--- config.mk ---
export PLATFORM = sky130hd
export DESIGN_NAME = tsc_timestamp
export DESIGN_NICKNAME = d
export VERILOG_FILES = /design/src/rtl/tsc_pkg.sv /design/src/rtl/tsc_prescale.sv /design/src/rtl/tsc_count.sv /design/src/rtl/tsc_cmd_fsm.sv /design/src/rtl/tsc_regs.sv /design/src/rtl/tsc_timestamp.sv
export SDC_FILE = /design/constraint.sdc
export NUM_CORES = 1
export LEC_CHECK = 0
export BUFFER_PORTS_ARGS = -buffer_cell sky130_fd_sc_hd__buf_4
export CORE_MARGIN = 4
export CORE_UTILIZATION = 40
export DETAILED_ROUTE_END_ITERATION = 8
export GPL_ROUTABILITY_DRIVEN = 0
export HOLD_SLACK_MARGIN = 0.1
export SLEW_MARGIN = 40
export SYNTH_ARGS = -nofsm -noshare
export SYNTH_HDL_FRONTEND = slang
export SYNTH_SLANG_ARGS = --single-unit
--- constraint.sdc ---
create_clock -name clk -period 3.2 [get_ports clk]
set_input_delay 0.32 -clock clk [delete_from_list [all_inputs] [get_ports clk]]
set_output_delay 0.32 -clock clk [all_outputs]
set_load 0.03 [all_outputs]
--- src/rtl/tsc_pkg.sv ---
`timescale 1ns/1ps
package tsc_pkg;

    // Byte offsets of the register window
    localparam int unsigned OFF_CTRL    = 32'h68;
    localparam int unsigned OFF_LIVE_LO = 32'h6C;
    localparam int unsigned OFF_LIVE_HI = 32'h70;
    localparam int unsigned OFF_LOAD_LO = 32'h74;
    localparam int unsigned OFF_LOAD_HI = 32'h78;
    localparam int unsigned OFF_SNAP_LO = 32'h7C;
    localparam int unsigned OFF_SNAP_HI = 32'h80;

    // Lowest bit of the divide field inside the control word
    localparam int unsigned DIV_LSB = 16;

    // Command field encodings (control bits 1:0)
    localparam logic [1:0] CMD_SNAPSHOT = 2'b01;
    localparam logic [1:0] CMD_PRESET   = 2'b11;

    typedef enum logic [1:0] {
        ST_IDLE = 2'b00,
        ST_SNAP = 2'b01,
        ST_LOAD = 2'b10
    } cmd_state_e;

endpackage

--- src/rtl/tsc_prescale.sv ---
`timescale 1ns/1ps
module tsc_prescale #(
    parameter int unsigned DIV_W = 16
) (
    input  logic             clk,
    input  logic             rst_n,
    input  logic [DIV_W-1:0] div_i,
    input  logic             clear_i,
    output logic             tick_o
);

    logic [DIV_W-1:0] phase_q;

    // A compare with >= keeps the tick period bounded when the divide
    // value is lowered below the current phase.
    assign tick_o = (phase_q >= div_i);

    always_ff @(posedge clk or negedge rst_n) begin
        if (!rst_n) begin
            phase_q <= '0;
        end else if (clear_i || tick_o) begin
            phase_q <= '0;
        end else begin
            phase_q <= phase_q + DIV_W'(1);
        end
    end

endmodule

--- src/rtl/tsc_count.sv ---
`timescale 1ns/1ps
module tsc_count #(
    parameter int unsigned CNT_W = 64
) (
    input  logic             clk,
    input  logic             rst_n,
    input  logic             tick_i,
    input  logic             load_i,
    input  logic [CNT_W-1:0] load_val_i,
    output logic [CNT_W-1:0] count_o
);

    logic [CNT_W-1:0] count_q;

    always_ff @(posedge clk or negedge rst_n) begin
        if (!rst_n) begin
            count_q <= '0;
        end else if (load_i) begin
            count_q <= load_val_i;
        end else if (tick_i) begin
            count_q <= count_q + CNT_W'(1);
        end
    end

    assign count_o = count_q;

endmodule

--- src/rtl/tsc_cmd_fsm.sv ---
`timescale 1ns/1ps
module tsc_cmd_fsm
    import tsc_pkg::*;
(
    input  logic       clk,
    input  logic       rst_n,
    input  logic       ctrl_wr_i,
    input  logic [1:0] cmd_i,
    output logic       snap_o,
    output logic       load_o
);

    cmd_state_e state_q;
    cmd_state_e state_d;
    cmd_state_e req_state;

    // Which state a control write asks for
    always_comb begin
        req_state = ST_IDLE;
        if (ctrl_wr_i) begin
            if (cmd_i == CMD_SNAPSHOT) begin
                req_state = ST_SNAP;
            end else if (cmd_i == CMD_PRESET) begin
                req_state = ST_LOAD;
            end
        end
    end

    // Next-state logic: every state accepts a new command at once
    always_comb begin
        state_d = ST_IDLE;
        unique case (state_q)
            ST_IDLE: state_d = req_state;
            ST_SNAP: state_d = req_state;
            ST_LOAD: state_d = req_state;
            default: state_d = ST_IDLE;
        endcase
    end

    // State register
    always_ff @(posedge clk or negedge rst_n) begin
        if (!rst_n) begin
            state_q <= ST_IDLE;
        end else begin
            state_q <= state_d;
        end
    end

    // Outputs decoded from the state alone
    always_comb begin
        snap_o = 1'b0;
        load_o = 1'b0;
        unique case (state_q)
            ST_IDLE: begin
                snap_o = 1'b0;
                load_o = 1'b0;
            end
            ST_SNAP: snap_o = 1'b1;
            ST_LOAD: load_o = 1'b1;
            default: begin
                snap_o = 1'b0;
                load_o = 1'b0;
            end
        endcase
    end

endmodule

--- src/rtl/tsc_regs.sv ---
`timescale 1ns/1ps
module tsc_regs
    import tsc_pkg::*;
#(
    parameter int unsigned DATA_W = 32,
    parameter int unsigned ADDR_W = 8,
    parameter int unsigned DIV_W  = 16
) (
    input  logic                clk,
    input  logic                rst_n,
    input  logic                wr_en_i,
    input  logic [ADDR_W-1:0]   wr_addr_i,
    input  logic [DATA_W-1:0]   wr_data_i,
    input  logic [ADDR_W-1:0]   rd_addr_i,
    output logic [DATA_W-1:0]   rd_data_o,
    input  logic [2*DATA_W-1:0] count_i,
    input  logic                snap_i,
    output logic [DIV_W-1:0]    div_o,
    output logic                ctrl_wr_o,
    output logic [1:0]          cmd_o,
    output logic [2*DATA_W-1:0] load_val_o,
    output logic [2*DATA_W-1:0] latch_val_o
);

    localparam int unsigned CNT_W  = 2 * DATA_W;
    localparam int unsigned KEEP_W = DATA_W - 2;

    localparam logic [ADDR_W-1:0] A_CTRL    = ADDR_W'(OFF_CTRL);
    localparam logic [ADDR_W-1:0] A_LIVE_LO = ADDR_W'(OFF_LIVE_LO);
    localparam logic [ADDR_W-1:0] A_LIVE_HI = ADDR_W'(OFF_LIVE_HI);
    localparam logic [ADDR_W-1:0] A_LOAD_LO = ADDR_W'(OFF_LOAD_LO);
    localparam logic [ADDR_W-1:0] A_LOAD_HI = ADDR_W'(OFF_LOAD_HI);
    localparam logic [ADDR_W-1:0] A_SNAP_LO = ADDR_W'(OFF_SNAP_LO);
    localparam logic [ADDR_W-1:0] A_SNAP_HI = ADDR_W'(OFF_SNAP_HI);

    logic [KEEP_W-1:0] ctrl_q;
    logic [DATA_W-1:0] load_lo_q;
    logic [DATA_W-1:0] load_hi_q;
    logic [CNT_W-1:0]  latch_q;

    logic wr_ctrl;
    logic wr_load_lo;
    logic wr_load_hi;

    assign wr_ctrl    = wr_en_i && (wr_addr_i == A_CTRL);
    assign wr_load_lo = wr_en_i && (wr_addr_i == A_LOAD_LO);
    assign wr_load_hi = wr_en_i && (wr_addr_i == A_LOAD_HI);

    // Control word: command bits are never stored
    always_ff @(posedge clk or negedge rst_n) begin
        if (!rst_n) begin
            ctrl_q <= '0;
        end else if (wr_ctrl) begin
            ctrl_q <= wr_data_i[DATA_W-1:2];
        end
    end

    // Load pair
    always_ff @(posedge clk or negedge rst_n) begin
        if (!rst_n) begin
            load_lo_q <= '0;
            load_hi_q <= '0;
        end else begin
            if (wr_load_lo) begin
                load_lo_q <= wr_data_i;
            end
            if (wr_load_hi) begin
                load_hi_q <= wr_data_i;
            end
        end
    end

    // Latched pair, both halves captured on the same edge
    always_ff @(posedge clk or negedge rst_n) begin
        if (!rst_n) begin
            latch_q <= '0;
        end else if (snap_i) begin
            latch_q <= count_i;
        end
    end

    assign div_o       = ctrl_q[DIV_LSB-2 +: DIV_W];
    assign ctrl_wr_o   = wr_ctrl;
    assign cmd_o       = wr_data_i[1:0];
    assign load_val_o  = {load_hi_q, load_lo_q};
    assign latch_val_o = latch_q;

    // Read mux
    always_comb begin
        rd_data_o = '0;
        case (rd_addr_i)
            A_CTRL:    rd_data_o = {ctrl_q, 2'b00};
            A_LIVE_LO: rd_data_o = count_i[DATA_W-1:0];
            A_LIVE_HI: rd_data_o = count_i[CNT_W-1:DATA_W];
            A_LOAD_LO: rd_data_o = load_lo_q;
            A_LOAD_HI: rd_data_o = load_hi_q;
            A_SNAP_LO: rd_data_o = latch_q[DATA_W-1:0];
            A_SNAP_HI: rd_data_o = latch_q[CNT_W-1:DATA_W];
            default:   rd_data_o = '0;
        endcase
    end

endmodule

--- src/rtl/tsc_timestamp.sv ---
`timescale 1ns/1ps
module tsc_timestamp #(
    parameter int unsigned DATA_W = 32,
    parameter int unsigned ADDR_W = 8,
    parameter int unsigned DIV_W  = 16
) (
    input  logic                clk,
    input  logic                rst_n,
    input  logic                wr_en,
    input  logic [ADDR_W-1:0]   wr_addr,
    input  logic [DATA_W-1:0]   wr_data,
    input  logic [ADDR_W-1:0]   rd_addr,
    output logic [DATA_W-1:0]   rd_data,
    output logic [2*DATA_W-1:0] count_o
);

    localparam int unsigned CNT_W = 2 * DATA_W;

    logic             tick;
    logic             snap_pulse;
    logic             load_pulse;
    logic             ctrl_wr;
    logic [1:0]       cmd;
    logic [DIV_W-1:0] div;
    logic [CNT_W-1:0] load_val;
    logic [CNT_W-1:0] latch_val;
    logic [CNT_W-1:0] count;

    tsc_regs #(
        .DATA_W (DATA_W),
        .ADDR_W (ADDR_W),
        .DIV_W  (DIV_W)
    ) u_regs (
        .clk         (clk),
        .rst_n       (rst_n),
        .wr_en_i     (wr_en),
        .wr_addr_i   (wr_addr),
        .wr_data_i   (wr_data),
        .rd_addr_i   (rd_addr),
        .rd_data_o   (rd_data),
        .count_i     (count),
        .snap_i      (snap_pulse),
        .div_o       (div),
        .ctrl_wr_o   (ctrl_wr),
        .cmd_o       (cmd),
        .load_val_o  (load_val),
        .latch_val_o (latch_val)
    );

    tsc_cmd_fsm u_fsm (
        .clk       (clk),
        .rst_n     (rst_n),
        .ctrl_wr_i (ctrl_wr),
        .cmd_i     (cmd),
        .snap_o    (snap_pulse),
        .load_o    (load_pulse)
    );

    tsc_prescale #(
        .DIV_W (DIV_W)
    ) u_pre (
        .clk     (clk),
        .rst_n   (rst_n),
        .div_i   (div),
        .clear_i (load_pulse),
        .tick_o  (tick)
    );

    tsc_count #(
        .CNT_W (CNT_W)
    ) u_cnt (
        .clk        (clk),
        .rst_n      (rst_n),
        .tick_i     (tick),
        .load_i     (load_pulse),
        .load_val_i (load_val),
        .count_o    (count)
    );

    assign count_o = count;

endmodule

==> results.txt, run 1 <==
- Synth async-reset ratio: 100%
- CTS saw 240 sinks.
- Number of inserted diodes: 0
- 147 I/O pins were placed.
- Unrepaired setup endpoints after global routing: no
* Overall die height: 185 um
- Critical Path Start: u_regs.ctrl_q[29]
- Synth Instances: 1180
* DIE AREA: 34100 um^2
- Remaining routing DRC violations: 0
- DR pass1 iterations: 6
- Most area-consuming cells after synthesis: dfrtp_1 (48%), mux2_2 (14%), a22oi_1 (3.9%)
* Antenna violations before repair: 0
* Post-synthesis net count: 1249
* Clock Root Buffer: clkbuf_16
* Overall routing resource usage: 23.9%
- Maximum level of the CTS H-tree: 1
* Post-synthesis cell type with the largest combined area: dfrtp_1
- Per report_power, the clock group accounts for 39.9% of the total.
- For the finished layout, the period the worst path requires is 2.99 ns.
* Final setup margin: 0.210 ns
* Worst-case reg-to-reg path depth: 11
- Actual slew at the worst max-slew pin: 0.764 ns
* Tightest Hold Check Type: primary input to asynchronous set/reset pin
* Multi-input gate area: 6110 um^2
- The critical path in this run is classified as flip-flop to flip-flop.
- Once detail routing completed, the nets flagged for antenna violations numbered 0.
- VDD sags by at most 0.407 mV.
* Maximum count of clock buffers along a single path: 3
- Via count of the first global-routing pass: 10700
- Together, buffers and inverters on the worst path number 5.
* Part of the Yosys area used for sequential elements: 48.2%
* Fin Clk Skew: 0.0121 ns
- Wire length per cell after detailed routing: 23.5 um
- TritonCTS clock tree: done
* Arrival time of the worst setup path: 3.41 ns
* Sw Ratio: 30.2%
- Largest incremental delay on the critical path: 0.59 ns
* Register bit count reported by yosys: 240
* Net Switching: 2380 uW
- A synthesized cell averages 10.6 um^2.
* Highest achievable clock rate: 0.334 GHz
- Final Net Count: 1422
* Chip width: 185 um
* Crit-path most repeated cell: inv_1
* Startpoint kind of the worst setup timing path: flip-flop
- After detailed routing, the number of vias per cell comes to 6.18.
* Setup WS pre-CTS: 0.164 ns
- Finished layout cell area: 15600 um^2
- Combinational cells account for 16.9% of the total power.
- For this run, the number of Yosys warnings is 0.
- Top_reg_cell synth: dfrtp_1
- Port buffer count: 146
* Relative area change from synthesis to final layout: 24.8%
- The final critical path takes up 93.4% of the cycle.
- Filler cell count in the final layout: 2811
- In this run the critical register-to-register path is launched from u_regs.ctrl_q[29].
* Status: finished, final reports clean
* Setup Fix Bufs, Post-CTS: 0
- After clock tree synthesis, the clock-pin slew on the worst setup and hold paths is 0.06 ns.
- The largest individual stage delay along the critical path comes from the cell a2111oi_1.
- Summed over all layers, the routed wires come to 41500 um.
- Pin count of the biggest net entering global routing: 140
* Reg-to-reg slack, setup: 0.21 ns
- Depth of the critical timing path with buffers and inverters included: 11
- The signal on the critical path passes through inv_1 -> ha_1 -> nand4_1 -> inv_1 -> a2111oi_1 -> buf_4 -> o31ai_4 -> buf_6 -> buf_12 -> o21a_1 -> o22a_1.
- # hold bufs at CTS: 34
- Worst rel slew slack: 48.7%
- Row cnt: 64
* Slew Viols, Final: 0
- The number of hold violations in the final report came to 0.
* Endpoints failing setup: 0
* Kind of cell with the highest combined delay on the critical path: compound AO/OA/AOI/OAI gates
- Terminus of the critical flop-to-flop path: u_cnt.count_o[52]
- The internal power of the cells totals 5510 uW.
- Summing every instance area after synthesis gives 12500 um^2.
- Starting Density: 40.6%
- Maximum fanout encountered on the critical timing path: 81
- After floorplanning, the core was sized to cover 30700 um^2.
- In this run, the number of DRC markers left after iteration 0 of detailed routing was 1055.
- GRT Residual Overflow: 0
* Sequential cell area: 6010 um^2
* End point of the critical path: u_cnt.count_o[52]
* Power per cell area: 507 nW/um^2
- Across all layers, the routed design uses 10900 vias.
- In this run the cell area measured after placement is 14300 um^2.
- Clock network latency to the later pin of the worst-skew pair: 0.54 ns
- STA classifies the critical path endpoint as a flip-flop.
- Per report_power, the sequential group accounts for 43.2% of the total.
- Post-cts resize count: 0
- The tool flagged a number of max-cap violations equal to 0.
- Fraction of layout cells with a size suffix above 1: 31.2%
- After legalization and detailed placement, the total HPWL measured 27800 um.
- At the worst endpoint, the required time is 3.62 ns.
- In the final timing run, aggregate negative setup slack is 0 ns.
- Yosys top cell area share: 48.2%
- The synthesized design contains 0 enable-type register cells.
- Synth cell types: 63
* Leak: 0.00711 uW
- At the end of the flow the core is filled with cells to 50.7%.
* TritonCTS buffer count: 27
- The first global-routing pass estimated 64100 um of wire.
[routing by layer]
metal / up-vias / GRT usage (%) / share of wire [%]
met5: - / 0 / 0
met1: 5571 / 34.7 / 45
li1: 4862 / - / -
met2: 433 / 38.3 / 46
met3: 54 / 3.47 / 6.9
met4: 0 / 5.26 / 2.0
[worst register-to-register path, cell delays in order, from the launching register on]
cell and delay [ns]:
dfrtp_1 0.38, inv_1 0.09, ha_1 0.33, nand4_1 0.26, inv_1 0.07, a2111oi_1 0.59
buf_4 0.24, o31ai_4 0.13, buf_6 0.19, buf_12 0.22, o21a_1 0.19, o22a_1 0.19
[cells in the mapped netlist, types with 17 or more instances]
library cell,n
nor2_1,57
a22oi_1,64
mux2_2,158
a222oi_1,32
a21oi_1,82
nand4_1,33
nor3_1,20
dfrtp_1,240
ha_1,18
nand3_1,71
inv_1,31
o21ai_0,44
clkbuf_1,63
nand2_1,64
and3_1,17
o22ai_1,28
[per-stage QoR]
| step | hold WS (ns) | std cells | total power [uW] |
|---|---|---|---|
| 6_report | 0.353 | 1768 | 7890 |
| 5_1_grt | 0.430 | 1768 | 8210 |
| 4_1_cts | 0.410 | 1767 | 7920 |
| 3_5_place_dp | 0.368 | 1685 | 4740 |
| 3_3_place_gp | 0.367 | 1685 | 4720 |
| 2_1_floorplan | 0.0244 | 1180 | 4140 |
[power by group through the flow]
stage / clock network (uW) / registers (uW) / logic, uW
after floorplan: 0 / 3490 / 656
after global placement: 0 / 3450 / 1270
after detailed placement: 0 / 3460 / 1290
after CTS: 3200 / 3400 / 1320
after global routing: 3320 / 3430 / 1450
final: 3150 / 3410 / 1330
[logic make-up (layout without fill, tap and decap cells)]
kind of cell / after synthesis / after routing / synth area share (%)
simple gates: 319 / 319 / 13.8
compound gates: 315 / 315 / 17.2
flops: 240 / 240 / 48.2
mux: 160 / 160 / 14.4
buf+inv: 114 / 306 / 3.55
fa+ha+maj: 18 / 18 / 1.81
xor+xnor: 14 / 14 / 0.984
[flip-flops by register name, indices dropped and copies added, names as in the netlist]
signal / count
u_cnt.count_o: 64
u_regs.latch_val_o: 64
u_regs.load_hi_q: 32
u_regs.load_lo_q: 32
u_regs.ctrl_q: 30
u_pre.phase_q: 16
u_fsm.state_q: 2
[cells in the final DEF, fill, tap and decap left out, drive strengths merged, types with 6 or more instances in the layout]
cell         count
o22a            10
dlygate4sd3     34
and4             6
inv             31
nor3            21
xor2             6
o21ai           44
clkbuf          38
dfrtp          240
nand3           73
and3            17
ha              18
o22ai           28
a22oi           64
xnor2            8
and2             6
or3              6
nor4             9
a222oi          32
nand4           35
buf            193
nor2            59
nand2           64
a31oi           11
a21oi           82
mux2           158
a2bb2oi         15
[worst min path at each step]
stage / start / endpoint / slack (ns)
after floorplan: rst_n / u_cnt.count_o[0] / 0.02
after global placement: rst_n / u_pre.phase_q[11] / 0.37
after detailed placement: rst_n / u_pre.phase_q[11] / 0.37
after CTS: rst_n / u_pre.phase_q[13] / 0.41
after global routing: rst_n / u_pre.phase_q[11] / 0.43
final: rst_n / u_pre.phase_q[14] / 0.35
[final cells by class]
type	instances	area share [%]
clock inverters	10	0.724
inverters	31	0.748
flip-flops and latches	240	38.6
repair buffers	227	12.4
well taps	396	3.18
clock buffers	38	5.06
multi-input cells	826	39.3
Note: power is estimated with default switching activity, not from simulation.
==> run 2, diff against run 1 <==
Settings changed: RECOVER_POWER from default to 25.
==> results.txt, run 2 (synthesis results as in run 1) <==
* Status: complete, but fails checks
- Violations in the final reports: capacitance limit, slew limit
* Buffers and inverters on the worst path: 5 (unchanged)
- The count of placed standard cells including taps is 1685 (unchanged).
* Relative area change from synthesis to final layout: 24.7% (about the same)
- The worst relative slew slack came to -54.4% (-100 points).
* Chain of cells forming the critical path: inv_1 -> ha_1 -> nand4_1 -> inv_1 -> a2111oi_1 -> buf_4 -> o31ai_4 -> buf_6 -> buf_12 -> o21a_1 -> o22a_1
- Routed length on met3: 2920 um (+2.1%)
- The portion of total power attributed to combinational logic is 16.9% (about the same).
- The smallest hold slack came to 0.505 ns (+0.152 ns).
- Clock Root Buffer: clkbuf_16
* Maximum level of the CTS H-tree: 1 (unchanged)
- Max layer used: met4
- By startpoint and endpoint, the worst setup path is classified as flip-flop to flip-flop.
- The minimum clock period was 3.00 ns (+0.00603 ns).
* Pin count of the biggest net entering global routing: 140 (unchanged)
* Sequential Power Share: 43.2% (about the same)
- Routed Antenna Nets: 0 (unchanged)
* Most frequent standard cell in the layout excluding fill and tap cells: dfrtp_1
* GRT Residual Overflow: 0 (unchanged)
- The proportion of power drawn by the clock network was 39.9% (about the same).
- The number of max-cap violations is 1 (+1).
- The fmax came to 0.334 GHz (-0.20%).
* Unrepaired setup endpoints after global routing: no
* Drt first-iter violations: 1055 (unchanged)
- Leaving out fill and tap cells, the most frequent cells in the layout are dfrtp_1 (240), buf_4 (181), mux2_2 (158).
- Number of sinks driven by the clock tree: 240 (unchanged)
- The I/O pin total is 147 (unchanged).
- Starting Density: 40.6% (unchanged)
- Overall routing resource usage: 23.9% (unchanged)
- Wire length per cell after detailed routing: 23.5 um (about the same)
- Arrival time of the worst setup path: 3.41 ns (about the same)
- DIE AREA: 34100 um^2 (unchanged)
- The power density of the placed cells was 508 nW/um^2 (about the same).
- Net Switching: 2380 uW (about the same)
- Final hold violation count: 0 (unchanged)
* TritonCTS clock tree: done
* Crit-path most repeated cell: inv_1
- The internal power of the cells came to 5510 uW (about the same).
- The met2 routed wirelength is 19100 um (-0.27%).
* Post-Route WL: 41500 um (about the same)
* Clock network latency to the later pin of the worst-skew pair: 0.54 ns (about the same)
- Broken down by cell family, the worst path's largest delay share belongs to compound AO/OA/AOI/OAI gates.
- Antenna violations before repair: 0 (unchanged)
* Part of the cycle the worst path needs: 93.6% (+0.19 points)
* Data required time at the worst endpoint: 3.62 ns (about the same)
* Startpoint kind of the worst setup timing path: flip-flop
* DR pass1 iterations: 6 (unchanged)
- The number of failing setup endpoints in the final timing report is 0 (unchanged).
* Fin Clk Skew: 0.0113 ns (-0.000777 ns)
- M1 WL: 18600 um (-0.32%)
* Summed negative setup slack over all endpoints: 0 ns (unchanged)
* TritonCTS buffer count: 27 (unchanged)
* Fraction of layout cells with a size suffix above 1: 31.2% (unchanged)
* Port buffer count: 146 (unchanged)
- VDD IR max: 0.406 mV (-0.23%)
- The total number of placement rows is 64 (unchanged).
- The fill cell instance count of the final layout was 2812 (+0.036%).
- Kind of capture point of the worst setup path: flip-flop
* Actual slew at the worst max-slew pin: 2.32 ns (+1.55 ns)
* DP HPWL: 27800 um (unchanged)
- Cell with the largest stage delay on the worst path: a2111oi_1
- Clock edge transition at the registers on the reported setup and hold paths: 0.06 ns (about the same)
- Via count of the first global-routing pass: 10700 (unchanged)
* Overall die height: 185 um (unchanged)
- The standby leakage power was 0.00711 uW (about the same).
- The horizontal die dimension is 185 um (unchanged).
* Maximum count of clock buffers along a single path: 3 (unchanged)
- The placeable core area was 30700 um^2 (unchanged).
* Slew Viols, Final: 82 (+82)
- Tightest Hold Check Type: flip-flop to flip-flop
- The net switching fraction of the power is 30.2% (about the same).
- Final cell count without fillers: 1768 (unchanged)
* Maximum fanout encountered on the critical timing path: 81 (unchanged)
* Post-cts resize count: 0 (unchanged)
- The detailed-route DRC error count was 0 (unchanged).
* Largest incremental delay on the critical path: 0.59 ns (about the same)
- The average vias per placed instance came to 6.18 (about the same).
- Wire length of the first global-routing pass: 64100 um (unchanged)
- The number of nets in the layout came to 1422 (unchanged).
* Number of inserted diodes: 0 (unchanged)
- Vias post-DR: 10900 (+0.0092%)
## run 2: changes by cell type in the layout (fill, tap and decap cells not counted)
cell	change
clkbuf_2	+1
buf_8	-1
## run 2: routing by layer
metal  global-route usage (%)  vias up
li1                         -     4862
met1                     34.7     5567
met2                     38.3      434
met3                     3.47       58
met4                     5.26        0
met5                        0        -
## run 2: layout make-up
cell class	instances	area [um^2]	share of cell area (%)
Clock inverter	10	113	0.724
Timing Repair Buffer	227	1920	12.3
Clock buffer	38	787	5.06
Tap cell	396	495	3.19
Sequential cell	240	6010	38.6
Multi-Input combinational cell	826	6110	39.3
Inverter	31	116	0.748
## run 2: power by group through the flow
| stage | logic [uW] | clock network [uW] | registers (uW) |
|---|---|---|---|
| 6_report | 1330 | 3150 | 3410 |
| 5_1_grt | 1450 | 3320 | 3430 |
| 4_1_cts | 1320 | 3200 | 3400 |
| 3_5_place_dp | 1290 | 0 | 3460 |
| 3_3_place_gp | 1270 | 0 | 3450 |
| 2_1_floorplan | 656 | 0 | 3490 |
## run 2: path summary, 6_finish.rpt
kind                                   startpoint           endpoint  slack (ns)  cells past startpoint
worst max-delay path            u_regs.ctrl_q[29]  u_cnt.count_o[52]        0.20                     11
worst min-delay path             u_regs.ctrl_q[1]   u_regs.ctrl_q[1]        0.50                      1
worst max register to register  u_regs.ctrl_q[29]  u_cnt.count_o[52]        0.20                     11
worst min register to register   u_regs.ctrl_q[1]   u_regs.ctrl_q[1]        0.50                      1
max in group asynchronous                   rst_n  u_regs.ctrl_q[17]        0.79                      3
min in group asynchronous                   rst_n  u_pre.phase_q[14]        0.97                      2
## run 2: what timing repair did
| item | 4_1_cts | 5_1_grt |
|---|---|---|
| hold endpoints to repair | 176 | 0 |
| buffers inserted | 0 | 0 |
| hold buffers | 34 | 0 |
## run 2: through the flow
stage / util, % / setup slack [ns] / area [um^2] / power [uW]
after floorplan: - / 0.779 / 12500 / 4140
after global placement: 46.6 / 0.225 / 14300 / 4720
after detailed placement: 46.6 / 0.164 / 14300 / 4740
after CTS: 50.7 / 0.133 / 15500 / 7920
after global routing: 50.7 / 0.0787 / 15500 / 8210
final: 50.7 / 0.204 / 15500 / 7890
